### config.mk
export PLATFORM = sky130hd
export DESIGN_NAME = seg_addr_gen
export DESIGN_NICKNAME = d
export VERILOG_FILES = /design/src/rtl/seg_addr_pkg.sv /design/src/rtl/seg_offset_calc.sv /design/src/rtl/seg_select.sv /design/src/rtl/seg_phys_combine.sv /design/src/rtl/seg_addr_gen.sv
export SDC_FILE = /design/constraint.sdc
export NUM_CORES = 1
export LEC_CHECK = 0
export ABC_AREA = 1
export BUFFER_PORTS_ARGS = -buffer_cell sky130_fd_sc_hd__buf_4
export CORE_ASPECT_RATIO = 1.5
export CORE_UTILIZATION = 39
export CTS_CLUSTER_SIZE = 8
export DETAILED_ROUTE_END_ITERATION = 12
export HOLD_SLACK_MARGIN = 0.06
export PLACE_DENSITY = 0.69
export SKIP_CTS_REPAIR_TIMING = 1
export SYNTH_ARGS = -nofsm -noshare
export SYNTH_HDL_FRONTEND = slang
export SYNTH_SLANG_ARGS = --single-unit
### constraint.sdc
create_clock -name clk -period 5.2 [get_ports clk]
set_clock_uncertainty 0.1 [all_clocks]
set_input_delay 1.04 -clock clk [delete_from_list [all_inputs] [get_ports clk]]
set_output_delay 1.04 -clock clk [all_outputs]
set_load 0.005 [all_outputs]
### src/rtl/seg_addr_pkg.sv
package seg_addr_pkg;
   typedef enum logic [2:0] {
      AM_DIRECT    = 3'd0,
      AM_INDIRECT  = 3'd1,
      AM_BASED     = 3'd2,
      AM_INDEXED   = 3'd3,
      AM_BIDX      = 3'd4,
      AM_BIDX_DISP = 3'd5,
      AM_RSV6      = 3'd6,
      AM_RSV7      = 3'd7
   } amode_e;

   typedef enum logic [1:0] {
      SEG_DATA  = 2'd0,
      SEG_STACK = 2'd1,
      SEG_EXTRA = 2'd2,
      SEG_RSV   = 2'd3
   } segsel_e;

   typedef enum logic [1:0] {
      PTR_BX = 2'd0,
      PTR_BP = 2'd1,
      PTR_SI = 2'd2,
      PTR_DI = 2'd3
   } ptrsel_e;
endpackage

### src/rtl/seg_offset_calc.sv
module seg_offset_calc
   import seg_addr_pkg::*;
#(
   parameter int OFS_W    = 16,
   parameter int DSHORT_W = 8
) (
   input  logic             clk,
   input  logic             rst_n,
   input  amode_e           mode,
   input  logic             base_sel,
   input  logic             idx_sel,
   input  ptrsel_e          ind_sel,
   input  logic [OFS_W-1:0] disp,
   input  logic             disp_long,
   input  logic [OFS_W-1:0] bx,
   input  logic [OFS_W-1:0] bp,
   input  logic [OFS_W-1:0] si,
   input  logic [OFS_W-1:0] di,
   output logic [OFS_W-1:0] ofs,
   output logic             uses_bp
);
   localparam int EXT_W = OFS_W - DSHORT_W;

   generate
      if (DSHORT_W < 2 || DSHORT_W >= OFS_W) begin : g_bad_dshort
         $error("seg_offset_calc: DSHORT_W must lie in 2..OFS_W-1");
      end
   endgenerate

   logic [OFS_W-1:0] disp_ext;
   logic [OFS_W-1:0] base_val;
   logic [OFS_W-1:0] idx_val;
   logic [OFS_W-1:0] ptr_val;
   logic [OFS_W-1:0] term_a;
   logic [OFS_W-1:0] term_b;
   logic [OFS_W-1:0] term_d;

   always_comb begin
      if (disp_long) disp_ext = disp;
      else           disp_ext = {{EXT_W{disp[DSHORT_W-1]}}, disp[DSHORT_W-1:0]};
   end

   assign base_val = base_sel ? bp : bx;
   assign idx_val  = idx_sel  ? di : si;

   always_comb begin
      case (ind_sel)
         PTR_BX:  ptr_val = bx;
         PTR_BP:  ptr_val = bp;
         PTR_SI:  ptr_val = si;
         default: ptr_val = di;
      endcase
   end

   always_comb begin
      term_a  = '0;
      term_b  = '0;
      term_d  = disp_ext;
      uses_bp = 1'b0;
      case (mode)
         AM_INDIRECT: begin
            term_a  = ptr_val;
            term_d  = '0;
            uses_bp = (ind_sel == PTR_BP);
         end
         AM_BASED: begin
            term_a  = base_val;
            uses_bp = base_sel;
         end
         AM_INDEXED: begin
            term_a = idx_val;
         end
         AM_BIDX: begin
            term_a  = base_val;
            term_b  = idx_val;
            term_d  = '0;
            uses_bp = base_sel;
         end
         AM_BIDX_DISP: begin
            term_a  = base_val;
            term_b  = idx_val;
            uses_bp = base_sel;
         end
         default: begin
            term_a = '0;
         end
      endcase
   end

   assign ofs = term_a + term_b + term_d;

   // indirect through SI yields SI unchanged
   a_r2_indirect_si: assert property (@(posedge clk) disable iff (!rst_n)
      (mode == AM_INDIRECT && ind_sel == PTR_SI) |-> (ofs == si));

   // a short direct displacement fills the upper bits with its sign
   a_r6_short_sign: assert property (@(posedge clk) disable iff (!rst_n)
      (mode == AM_DIRECT && !disp_long) |->
         (ofs[OFS_W-1:DSHORT_W] == {EXT_W{disp[DSHORT_W-1]}}));

   // based-indexed without displacement ignores disp
   a_r5_no_disp: assert property (@(posedge clk) disable iff (!rst_n)
      (mode == AM_BIDX && $stable(bx) && $stable(bp) && $stable(si) && $stable(di)
       && $stable(base_sel) && $stable(idx_sel) && $past(mode) == AM_BIDX)
      |-> $stable(ofs));
endmodule

### src/rtl/seg_select.sv
module seg_select
   import seg_addr_pkg::*;
#(
   parameter int SEG_W = 16
) (
   input  logic             clk,
   input  logic             rst_n,
   input  logic             uses_bp,
   input  logic             ovr_valid,
   input  segsel_e          ovr_code,
   input  logic [SEG_W-1:0] ds,
   input  logic [SEG_W-1:0] ss,
   input  logic [SEG_W-1:0] es,
   output segsel_e          sel,
   output logic [SEG_W-1:0] seg
);
   generate
      if (SEG_W < 1) begin : g_bad_seg
         $error("seg_select: SEG_W must be positive");
      end
   endgenerate

   segsel_e dflt_code;
   segsel_e ovr_clean;

   assign dflt_code = uses_bp ? SEG_STACK : SEG_DATA;
   assign ovr_clean = (ovr_code == SEG_RSV) ? SEG_DATA : ovr_code;
   assign sel       = ovr_valid ? ovr_clean : dflt_code;

   always_comb begin
      case (sel)
         SEG_STACK: seg = ss;
         SEG_EXTRA: seg = es;
         default:   seg = ds;
      endcase
   end

   // stack base in the address picks the stack segment
   a_r7_bp_stack: assert property (@(posedge clk) disable iff (!rst_n)
      (!ovr_valid && uses_bp) |-> (sel == SEG_STACK && seg == ss));

   // an extra-segment override delivers the extra segment
   a_r8_ovr_extra: assert property (@(posedge clk) disable iff (!rst_n)
      (ovr_valid && ovr_code == SEG_EXTRA) |-> (seg == es));
endmodule

### src/rtl/seg_phys_combine.sv
module seg_phys_combine #(
   parameter int SEG_W  = 16,
   parameter int OFS_W  = 16,
   parameter int SHIFT  = 4,
   parameter int PHYS_W = 20
) (
   input  logic              clk,
   input  logic              rst_n,
   input  logic [SEG_W-1:0]  seg,
   input  logic [OFS_W-1:0]  ofs,
   output logic [PHYS_W-1:0] phys
);
   generate
      if (SHIFT < 1 || PHYS_W < OFS_W || PHYS_W <= SHIFT) begin : g_bad_geom
         $error("seg_phys_combine: need SHIFT>=1, PHYS_W>=OFS_W, PHYS_W>SHIFT");
      end
   endgenerate

   logic [PHYS_W-1:0] seg_pos;
   logic [PHYS_W-1:0] ofs_pos;

   assign seg_pos = PHYS_W'(seg) << SHIFT;
   assign ofs_pos = PHYS_W'(ofs);
   assign phys    = seg_pos + ofs_pos;

   // the low bits below the segment shift come straight from the offset
   a_r9_low_bits: assert property (@(posedge clk) disable iff (!rst_n)
      phys[SHIFT-1:0] == ofs[SHIFT-1:0]);
endmodule

### src/rtl/seg_addr_gen.sv
module seg_addr_gen
   import seg_addr_pkg::*;
#(
   parameter int OFS_W      = 16,
   parameter int SEG_W      = 16,
   parameter int DSHORT_W   = 8,
   parameter int SEG_SHIFT  = 4,
   parameter int PHYS_W     = 20,
   parameter bit REGISTERED = 1'b1
) (
   input  logic              clk,
   input  logic              rst_n,
   input  logic [2:0]        mode_i,
   input  logic              base_sel_i,
   input  logic              idx_sel_i,
   input  logic [1:0]        ind_sel_i,
   input  logic [OFS_W-1:0]  disp_i,
   input  logic              disp_long_i,
   input  logic [OFS_W-1:0]  bx_i,
   input  logic [OFS_W-1:0]  bp_i,
   input  logic [OFS_W-1:0]  si_i,
   input  logic [OFS_W-1:0]  di_i,
   input  logic [SEG_W-1:0]  ds_i,
   input  logic [SEG_W-1:0]  ss_i,
   input  logic [SEG_W-1:0]  es_i,
   input  logic              ovr_valid_i,
   input  logic [1:0]        ovr_seg_i,
   output logic [OFS_W-1:0]  offset_o,
   output logic [1:0]        seg_sel_o,
   output logic [SEG_W-1:0]  seg_o,
   output logic [PHYS_W-1:0] phys_o
);
   logic [OFS_W-1:0]  ofs_c;
   logic              uses_bp_c;
   segsel_e           sel_c;
   logic [SEG_W-1:0]  seg_c;
   logic [PHYS_W-1:0] phys_c;

   seg_offset_calc #(.OFS_W(OFS_W), .DSHORT_W(DSHORT_W)) u_ofs (
      .clk       (clk),
      .rst_n     (rst_n),
      .mode      (amode_e'(mode_i)),
      .base_sel  (base_sel_i),
      .idx_sel   (idx_sel_i),
      .ind_sel   (ptrsel_e'(ind_sel_i)),
      .disp      (disp_i),
      .disp_long (disp_long_i),
      .bx        (bx_i),
      .bp        (bp_i),
      .si        (si_i),
      .di        (di_i),
      .ofs       (ofs_c),
      .uses_bp   (uses_bp_c)
   );

   seg_select #(.SEG_W(SEG_W)) u_sel (
      .clk       (clk),
      .rst_n     (rst_n),
      .uses_bp   (uses_bp_c),
      .ovr_valid (ovr_valid_i),
      .ovr_code  (segsel_e'(ovr_seg_i)),
      .ds        (ds_i),
      .ss        (ss_i),
      .es        (es_i),
      .sel       (sel_c),
      .seg       (seg_c)
   );

   seg_phys_combine #(.SEG_W(SEG_W), .OFS_W(OFS_W), .SHIFT(SEG_SHIFT),
                      .PHYS_W(PHYS_W)) u_phys (
      .clk   (clk),
      .rst_n (rst_n),
      .seg   (seg_c),
      .ofs   (ofs_c),
      .phys  (phys_c)
   );

   generate
      if (REGISTERED) begin : g_reg
         logic primed;
         always_ff @(posedge clk) begin
            if (!rst_n) begin
               offset_o  <= '0;
               seg_sel_o <= '0;
               seg_o     <= '0;
               phys_o    <= '0;
               primed    <= 1'b0;
            end else begin
               offset_o  <= ofs_c;
               seg_sel_o <= sel_c;
               seg_o     <= seg_c;
               phys_o    <= phys_c;
               primed    <= 1'b1;
            end
         end

         // a steady address keeps the registered address steady
         a_r10_hold: assert property (@(posedge clk) disable iff (!rst_n)
            (primed && $stable(phys_c)) |=> $stable(phys_o));
      end else begin : g_comb
         assign offset_o  = ofs_c;
         assign seg_sel_o = sel_c;
         assign seg_o     = seg_c;
         assign phys_o    = phys_c;
      end
   endgenerate
endmodule

After elaboration in Yosys (flattened, before gate mapping)
Index checks and enable logic that the tools add are counted.

Output and inout port bits: 54. Bits of input ports: 141. Register bits after elaboration: 54.

Muxes and demuxes: 12. Reduce and logical (&&, ||, !) cells: 4. Add/subtract/negate cells: 3. Equal/unequal tests: 10.

Operators with widths (number): 16-bit case mux with 3 select lines (2); 16-bit two-way mux (5); 16-bit adder (2); 16-bit case mux with 2 select lines (1); 20-bit by 16-bit adder with 20-bit output (1); 2-bit equality test (second input constant) (3); 3-bit by 2-bit equality test with 1-bit output (second input constant) (2); 3-bit equality test (second input constant) (2); 2-bit by 1-bit equality test with 1-bit output (second input constant) (2); 2-bit two-way mux (2); 2-bit OR reduction (2); 3-bit by 1-bit equality test with 1-bit output (second input constant) (1); 3-bit OR reduction (1); 2-bit zero test (1); 1-bit case mux with 2 select lines (1); 1-bit two-way mux (1).

Logic depth before layout (Yosys ltp)
Gate-level depths: netlist of run 1.

Depth after elaboration: 8. Gate-level depth with buffers: 33. Depth with buffers taken out: 32.

By module
A second synthesis of run 1 with hierarchy kept.

Cells, all modules: 926. Area, all modules: 5487.8 um^2.

Modules (own cells, without submodules): seg_offset_calc (area an instance 2557.5 um^2, times used 1, cells an instance 476); seg_addr_gen (area an instance 1550.2 um^2, times used 1, cells an instance 168); seg_phys_combine (area an instance 884.6 um^2, times used 1, cells an instance 168); seg_select (area an instance 495.5 um^2, times used 1, cells an instance 114).

Worst setup path before layout of run 1
OpenSTA, ideal clock, no wires.

Path type: input to register. Start: input base_sel_i. End: register phys_o[14]. Buffers on the path: 2. Arrival time: 5.284 ns. Library setup time: 0.070 ns. Stages: 24. Setup slack: -0.254 ns. Data required time: 5.030 ns. Cell sequence: buf_2 > clkbuf_1 > mux2_2 > a22oi_1 > o21ai_0 > fa_1 > ha_1 > fa_1 > a31oi_1 > o21ai_0 > xnor2_1 > inv_1 > ha_1 > a21oi_1 > nand2_1 > nand2_1 > nand2_1 > a21oi_1 > nor2_1 > nand3_1 > nand2_1 > a21oi_1 > o21ai_1 > a21oi_1.

Elaborated cells on any way between the ends: 11. Those cells by class: add/sub: 3; eq/ne: 2; mux: 6.

RTL lines: start: declaration (line seg_addr_gen.sv:14) `input logic base_sel_i,`; 16-bit two-way mux (line seg_offset_calc.sv:43) `assign base_val = base_sel ? bp : bx;`; 16-bit case mux with 3 select lines (line seg_offset_calc.sv:60) `case (mode)`; 16-bit adder (2 in a row) (line seg_offset_calc.sv:90) `assign ofs = term_a + term_b + term_d;`; via ofs_c[7] (line seg_addr_gen.sv:33) `logic [OFS_W-1:0] ofs_c;`; 20-bit by 16-bit adder with 20-bit output (line seg_phys_combine.sv:24) `assign phys = seg_pos + ofs_pos;`; end signal: assignment (line seg_addr_gen.sv:92) `phys_o <= phys_c;`; end: declaration (line seg_addr_gen.sv:31) `output logic [PHYS_W-1:0] phys_o`.

The timed path passes the listed nets, and every way through them passes these cells. A chain may end at the register's enable or synchronous reset.

Worst setup path in the final report of run 1
Start: input ind_sel_i[0]. End: register phys_o[14].

Elaborated cells on any way between the ends: 14. Those cells by class: add/sub: 3; eq/ne: 4; mux: 6; reduce/logical: 1.

RTL lines: start: declaration (line seg_addr_gen.sv:16) `input logic [1:0] ind_sel_i,`; 2-bit equality test (tied with other cells) (line seg_offset_calc.sv:47) `case (ind_sel)`; 16-bit case mux with 3 select lines (*) (line seg_offset_calc.sv:47); 16-bit case mux with 3 select lines (*) (line seg_offset_calc.sv:60); 16-bit adder (*) (2 in a row) (line seg_offset_calc.sv:90); via ofs_c[7] (line seg_addr_gen.sv:33); 20-bit by 16-bit adder with 20-bit output (*) (line seg_phys_combine.sv:24).

The timed path passes the listed nets; every way through them passes the cells marked *.

==> results of run 1 <==
==> layout make-up <==
type | instances | area share [%]
Multi-Input combinational cell | 533 | 47.5
Inverter | 118 | 6.21
Timing Repair Buffer | 255 | 27.2
Clock buffer | 6 | 1.95
Sequential cell | 50 | 14.0
Tap cell | 153 | 2.68
Clock inverter | 1 | 0.421
==> registers in the layout, summed over array words and instances, names as in the netlist <==
name / flops
offset_o: 16
phys_o: 16
seg_o: 16
seg_sel_o: 2
==> path summary, 6_finish.rpt <==
kind | startpoint | end | slack, ps | cells past startpoint
setup / recovery | ind_sel_i[0] | phys_o[14] | 320 | 27
hold / removal | ds_i[0] | seg_o[0] | 930 | 3
==> metrics by stage <==
step                cells  utilization, %  setup WS (ps)  instance area, µm²
finish               1116            59.0            316                7130
global route         1116            59.0          -9.56                7130
CTS                  1115            57.9            169                6990
detailed placement   1108            56.5           -115                6830
global placement     1108            56.5          -99.1                6830
floorplan             735               -           3.37                4880
==> placed cells by master (no fill, tap or decap), drive strengths merged, types with 2 or more instances in the layout <==
| cell type | netlist | final |
|---|---|---|
| o211ai | 2 | 2 |
| o21ai | 75 | 75 |
| fa | 17 | 17 |
| a21oi | 41 | 41 |
| inv | 117 | 117 |
| nand3 | 49 | 49 |
| nor3 | 5 | 5 |
| nor2 | 69 | 69 |
| ha | 26 | 26 |
| clkbuf | 21 | 6 |
| xor2 | 5 | 5 |
| mux2 | 19 | 19 |
| nand2 | 169 | 169 |
| a31oi | 2 | 2 |
| a221o | 12 | 12 |
| dfxtp | 50 | 50 |
| buf | 13 | 255 |
| o21a | 6 | 6 |
| a22o | 2 | 2 |
| a22oi | 14 | 14 |
| or2 | 3 | 3 |
| xnor2 | 7 | 7 |
| nand4 | 4 | 4 |
==> cell usage after synthesis, types with 9 or more instances <==
master,count,area (µm²)
a21oi_1,41,205
a221o_1,12,120
a22oi_1,14,105
clkbuf_1,20,75.1
dfxtp_1,50,1000
fa_1,17,340
ha_1,26,325
inv_1,113,424
mux2_2,19,214
nand2_1,149,559
nand2_2,20,125
nand3_1,40,200
nand3_2,9,90.1
nor2_1,64,240
o21ai_0,67,335
==> worst max-delay path, stage by stage <==
cell	delay [ps]
buf_4	110
inv_1	80
nor2_2	120
nand2_1	60
nand3_1	60
o21ai_0	100
o21a_1	260
fa_1	550
inv_1	40
ha_1	200
fa_2	380
a31oi_4	200
o21ai_1	100
xnor2_1	210
inv_1	100
ha_4	270
a21oi_1	160
nand2_1	90
nand2_1	60
nand2_1	60
a21oi_2	150
nor2_1	60
nand3_1	80
nand2_1	100
a21oi_2	170
o21ai_1	70
a21oi_1	110
==> power by group <==
part	internal, µW	leakage, µW	switching (µW)
registers	481	0.000416	26.6
logic	657	0.00331	707
clock network	237	0.0000829	139
total	1380	0.00381	873
==> kinds of logic after synthesis <==
| family | count (synthesis) |
|---|---|
| and+or+nand+nor | 301 |
| xor gates and xnor gates | 12 |
| adders and majority gates | 43 |
| DFF | 50 |
| muxes | 19 |
| buffers and inverters | 152 |
| AOI/OAI and AO/OA | 158 |
==> metal layers <==
metal,vias to the layer above,GRT usage [%],share of wire (%)
met3,17,2.19,3.8
met2,160,47.2,57
met5,-,0,0
met4,0,7.04,1.7
li1,2836,-,-
met1,2475,23.5,38
==> results_dict.tcl, run 1 <==
set metrics [dict create \
    status "completed" \
    htreeDepth 2 \
    endpoint_kind "flip-flop" \
    max_freq_mhz 205 \
    numCtsBuffers 5 \
    hold_path.class "in2reg" \
    post-route-min-period_ps 4880 \
    drv_cap 0 \
    fin_setup_tns_ps 0 \
    synth_xor_area_share_pct 2.16 \
    place_hpwl_um 12900 \
    final-max-slew-violation-count 0 \
    grt_pass1_vias 5283 \
    synth_edf_count 0 \
    synth-async-reset-ratio_pct 0 \
    synth_cells 735 \
    wire_per_inst_um 13.7 \
    io_buffers 194 \
    synthSimpleGateAreaFrac_pct 27.7 \
    vias 5488 \
    synth-seq-cells 50 \
    regArea_um2 1000 \
    nets 1147 \
    clock-sinks 50 \
    synthFlopType "dfxtp_1" \
    cts_buffer_depth 2 \
    synth_fp_nets 919 \
    yosys_warnings 0 \
    p_leak_uw 0.00381 \
    synth_area_per_cell_um2 6.62 \
    multi_input_area_um2 3390 \
    grt_pass1_wl_um 23900 \
    post_drt_via_cell_ratio 4.92 \
    hold_slack_ps 927 \
    start_util_pct 40.3 \
    path_max_fanout 6 \
    fp.dieW_um 93.2 \
    synth_compound_area_share_pct 19.1 \
    first_iter_violations 100 \
    crit_required_ps 5320 \
    track_usage_pct 23.1 \
    dr.pass1.iters 4 \
    p_total_uw 2250 \
    antenna_found_initial 0 \
    synthMuxAreaShare_pct 4.40 \
    rows 49 \
    period_share_pct 93.9 \
    grt_max_degree 25 \
    cts_root_buffer "clkbuf_16" \
    clk_pin_slew_ps 60 \
    path_class "in2reg" \
    critPathLaunchType "input pin" \
    setup_viol 0 \
    cts_tree "yes" \
    insertedDiodeCount 0 \
    die_y_um 139 \
    die_area_um2 12900 \
    slew_headroom_pct 63.3 \
    synth_fa_ha_area_share_pct 13.7 \
    syn2layout_area_growth_pct 46.6 \
    crit_arrival_ps 5010 \
    layout-drive-gt1-share_pct 35.9 \
    ys_types 40 \
    grt_overflow 0 \
    p_per_area_nw_per_um2 315 \
    syn_area_um2 4860 \
    ant_nets 0 \
    worst_pin_slew_ps 544 \
    fillers 1188 \
    yosysSeqAreaShare_pct 20.6 \
    ioPinCount 195 \
    coreArea_um2 12100 \
    finalWirelength_um 15300 \
    hold_viol_final 0 \
    vdd_ir_drop_max_uv 153 \
    place_congestion 0.925 \
    synth_top_family_by_area "simple AND/OR/NAND/NOR gates" \
    drcViolationCount 0 \
]
No activity file was read; power rests on OpenSTA's default activity.
==> run 2: changes to the inputs <==
--- a/config.mk
+++ b/config.mk
@@ -8,11 +8,11 @@
 export ABC_AREA = 1
 export BUFFER_PORTS_ARGS = -buffer_cell sky130_fd_sc_hd__buf_4
 export CORE_ASPECT_RATIO = 1.5
-export CORE_UTILIZATION = 39
+export CORE_UTILIZATION = 45
 export CTS_CLUSTER_SIZE = 8
 export DETAILED_ROUTE_END_ITERATION = 12
 export HOLD_SLACK_MARGIN = 0.06
-export PLACE_DENSITY = 0.69
+export PLACE_DENSITY = 0.78
 export SKIP_CTS_REPAIR_TIMING = 1
 export SYNTH_ARGS = -nofsm -noshare
 export SYNTH_HDL_FRONTEND = slang
==> run 2 against run 1 <==
Via count grew 3.1%. Cell area up 0.93%. Sequential share of layout area decreased by 0.13 points. Critical path depth is the same. Total power grew 0.79%. Flip-flop and latch count unchanged. Wire length up 2.3%. Critical path type unchanged.
==> results_dict.tcl, run 2 (synthesis gave the netlist of run 1 again) <==
set metrics [dict create \
    status "completed" \
    ant_nets 0 \
    coreArea_um2 10500 \
    clock-sinks 50 \
    drv_cap 0 \
    grt_max_degree 25 \
    io_buffers 194 \
    hold_path.class "in2reg" \
    track_usage_pct 26.9 \
    worst_pin_slew_ps 564 \
    hold_slack_ps 930 \
    clk_pin_slew_ps 70 \
    layout-drive-gt1-share_pct 37.4 \
    wire_per_inst_um 14.0 \
    cts_tree "yes" \
    fillers 978 \
    first_iter_violations 218 \
    final_util_pct 68.3 \
    reg_top3 "offset_o: 16 flops, phys_o: 16 flops, seg_o: 16 flops" \
    hold_viol_final 0 \
    start_util_pct 46.2 \
    grt_overflow 0 \
    worstHoldStart "ds_i[3]" \
    dr.pass1.iters 6 \
    cts_buffer_depth 2 \
    slew_headroom_pct 62.0 \
    final-max-slew-violation-count 0 \
    endpoint_kind "flip-flop" \
    path_max_fanout 6 \
    post_drt_via_cell_ratio 5.06 \
    path_class "in2reg" \
    max_freq_mhz 203 \
    holdPathStages 3 \
    nets 1156 \
    place_hpwl_um 12700 \
    finalWirelength_um 15600 \
    post-route-min-period_ps 4930 \
    p_per_area_nw_per_um2 315 \
    critPathLaunchType "input pin" \
    insertedDiodeCount 0 \
    power_switching_uw 903 \
    place_congestion 0.895 \
    antenna_found_initial 0 \
    crit_arrival_ps 5020 \
    seqPwrFrac_pct 22.5 \
    cts_root_buffer "clkbuf_16" \
    critPathLaunch "ind_sel_i[0]" \
    fp.dieW_um 86.9 \
    die_y_um 129 \
    htreeDepth 2 \
    rows 46 \
    pre_cts_slack_ps -132 \
    layout_common_cells "258 x buf_4, 148 x nand2_1, 109 x inv_1, 63 x nor2_1, 59 x o21ai_0" \
    ioPinCount 195 \
    period_share_pct 94.8 \
    crit_required_ps 5300 \
    grt_pass1_vias 5316 \
    p_int_uw 1360 \
    drcViolationCount 0 \
    swShare_pct 39.9 \
    grt_pass1_wl_um 23700 \
    clockPowerShare_pct 14.6 \
    comb_power_share_pct 62.9 \
    postLayoutSetupSlackWorst_ps 272 \
    vdd_ir_drop_max_uv 176 \
    vias 5657 \
    syn2layout_area_growth_pct 48.0 \
    numCtsBuffers 5 \
    layout_commonest_cell "buf_4" \
    die_area_um2 11200 \
    setup_viol 0 \
    p_leak_uw 0.00385 \
]
[run 2: cell types whose count changed in the layout (fill, tap and decap cells not counted), sizes merged]
cell,previous run,this run
buf,255,263
bufinv,1,0
clkdlybuf4s15,0,1
clkinv,1,2
clkinvlp,0,1
[run 2: power groups by stage]
stage | Clock, µW | Sequential (µW) | Combinational, µW
after floorplan | 0 | 528 | 732
after global placement | 0 | 519 | 1260
after detailed placement | 0 | 519 | 1280
after CTS | 334 | 511 | 1300
after global routing | 348 | 517 | 1580
final | 330 | 510 | 1430
[run 2: path summary, 6_finish.rpt]
check	to	slack, ps
worst max-delay path	phys_o[19]	270
worst min-delay path	seg_o[3]	930
[run 2: metrics by stage]
step	area, µm²	TNS [ps]	std cells	total power [µW]
after floorplan	4880	0	735	1260
after global placement	6820	-217	1100	1780
after detailed placement	6820	-587	1100	1800
after CTS	6970	0	1108	2150
after global routing	7200	-141	1117	2450
final	7200	0	1117	2270
[run 2: cell type report]
class	instances	area [µm²]	area share, %
Multi-Input combinational cell	533	3420	47.5
Clock buffer	6	139	1.93
Sequential cell	50	1000	13.9
Timing Repair Buffer	264	2000	27.8
Clock inverter	2	12.5	0.174
Tap cell	144	180	2.50
Inverter	118	443	6.15
[run 2: layer usage]
| metal | GRT usage (%) | vias to the layer above | share of wire (%) |
|---|---|---|---|
| met1 | 26.3 | 2536 | 35 |
| li1 | - | 2857 | - |
| met5 | 0 | - | 0 |
| met2 | 54.7 | 211 | 56 |
| met3 | 2.74 | 53 | 4.5 |
| met4 | 12.4 | 0 | 4.9 |
[run 2: worst max-delay path, cell delays in order]
cell and delay (ps):
buf_4 140, nor2_4 170, buf_4 180, nand2_1 60, nand3_1 80, o21ai_0 90, o21a_1 240, fa_1 540
inv_1 70, ha_1 290, nand3_1 110, nand3_2 110, buf_4 160, nand3_2 70, nand3_2 80, a21oi_1 140
o21ai_0 100, xnor2_1 230, inv_1 110, ha_4 270, a21oi_2 180, a21boi_2 190, nand2_2 90, nand3_2 90
nand3b_1 90, nand2_1 70, inv_1 40
==> run 3: changes to the inputs <==
--- a/config.mk
+++ b/config.mk
@@ -12,7 +12,7 @@
 export CTS_CLUSTER_SIZE = 8
 export DETAILED_ROUTE_END_ITERATION = 12
 export HOLD_SLACK_MARGIN = 0.06
-export PLACE_DENSITY = 0.78
+export PLACE_DENSITY = 0.88
 export SKIP_CTS_REPAIR_TIMING = 1
 export SYNTH_ARGS = -nofsm -noshare
 export SYNTH_HDL_FRONTEND = slang
==> run 3 against run 2 <==
Flip-flop and latch count stayed put. Cell area fell by 1.5%. Critical path depth is 1 higher.
==> results_dict.tcl, run 3 (synthesis gave the netlist of run 1 again) <==
set metrics [dict create \
    setup_viol 0 \
    endpoint_kind "flip-flop" \
    max_freq_mhz 203 \
    p_leak_uw 0.00380 \
    slew_headroom_pct 34.4 \
    final-max-slew-violation-count 0 \
    fillers 935 \
    crit_arrival_ps 5050 \
    layout-drive-gt1-share_pct 36.1 \
    fin_setup_tns_ps 0 \
    period_share_pct 94.8 \
    grt_pass1_wl_um 23200 \
    postLayoutSetupSlackWorst_ps 271 \
    grt_max_degree 35 \
    first_iter_violations 196 \
    vdd_ir_drop_max_uv 176 \
    place_hpwl_um 12400 \
    clk_pin_slew_ps 60 \
    antenna_found_initial 0 \
    pre_cts_slack_ps -110 \
    layout_commonest_cell "buf_4" \
    coreArea_um2 10500 \
    die_area_um2 11200 \
    drv_cap 0 \
    critPathLaunchType "input pin" \
    regArea_um2 1000 \
    p_per_area_nw_per_um2 307 \
    critPathLaunch "ind_sel_i[0]" \
    grt_overflow 0 \
    vias 5617 \
    cts_buffer_depth 2 \
    status "completed" \
    p_total_uw 2170 \
    fp.dieW_um 86.9 \
    track_usage_pct 26.0 \
    reg_top3 "offset_o: 16 flops, phys_o: 16 flops, seg_o: 16 flops" \
    path_class "in2reg" \
    htreeDepth 2 \
    final_util_pct 67.3 \
    drcViolationCount 0 \
    start_util_pct 46.2 \
    clock-sinks 50 \
    hold_path.class "in2reg" \
    multi_input_area_um2 3390 \
    dr.pass1.iters 5 \
    worst_pin_slew_ps 978 \
    numCtsBuffers 5 \
    layout_common_cells "250 x buf_4, 148 x nand2_1, 113 x inv_1, 62 x o21ai_0, 61 x nor2_1" \
    cts_tree "yes" \
    nets 1148 \
    die_y_um 129 \
    post_drt_via_cell_ratio 5.07 \
    io_buffers 194 \
    ioPinCount 195 \
    path_max_fanout 7 \
    finalWirelength_um 15200 \
    crit_required_ps 5320 \
    worstHoldStart "ds_i[3]" \
    cts_root_buffer "clkbuf_16" \
    grt_pass1_vias 5284 \
    post-route-min-period_ps 4930 \
    ant_nets 0 \
    insertedDiodeCount 0 \
    place_congestion 0.941 \
    wire_per_inst_um 13.7 \
    syn2layout_area_growth_pct 45.7 \
    hold_viol_final 0 \
    rows 46 \
]
run 3: changes by cell type in the layout (fill, tap and decap cells not counted), sizes merged:
cell / change
buf: -7
clkinv: -1
clkdlybuf4s15: -1
clkbuf: +1
clkinvlp: -1
run 3: final cells by class:
type                            count  area share [%]
Multi-Input combinational cell    533            47.8
Timing Repair Buffer              256            27.4
Sequential cell                    50            14.1
Inverter                          118            6.25
Tap cell                          144            2.54
Clock buffer                        7            1.87
run 3: worst paths after layout:
kind                      to  slack (ps)  cells past startpoint
hold / removal      seg_o[3]         940                      3
setup / recovery  phys_o[14]         270                     28
run 3: through the flow:
| stage | std cells | cell area [µm²] | hold WS (ps) |
|---|---|---|---|
| after floorplan | 735 | 4880 | 1120 |
| after global placement | 1096 | 6790 | 1220 |
| after detailed placement | 1096 | 6790 | 1230 |
| after CTS | 1103 | 6920 | 936 |
| final | 1108 | 7090 | 939 |
| after global routing | 1108 | 7090 | 978 |
run 3: power breakdown:
part           internal, µW  switching [µW]
registers               481            24.9
clock network           176             127
logic                   649             716
total                  1310             868
run 3: critical path, stage by stage:
cell,delay (ps)
buf_4,110
inv_1,70
nor2_4,140
buf_2,250
nand2_1,70
nand3_1,60
o21ai_0,80
o21ai_1,210
fa_1,430
ha_1,370
nand2_1,100
nand2_1,110
a31oi_4,210
o21ai_0,120
xnor2_1,220
inv_1,100
ha_4,270
a21oi_1,150
nand2_1,90
nand2_1,60
nand2_1,50
a21oi_2,130
nor2_1,50
nand3_1,100
nand2_1,100
a21oi_2,160
o21ai_1,70
a21oi_1,110
run 3: per-layer routing:
layer,track usage (%),vias up,wire length [µm]
met1,25.8,2517,5330
li1,-,2832,-
met4,11.8,0,602
met2,52.6,226,8420
met5,0,-,0
met3,2.80,42,803
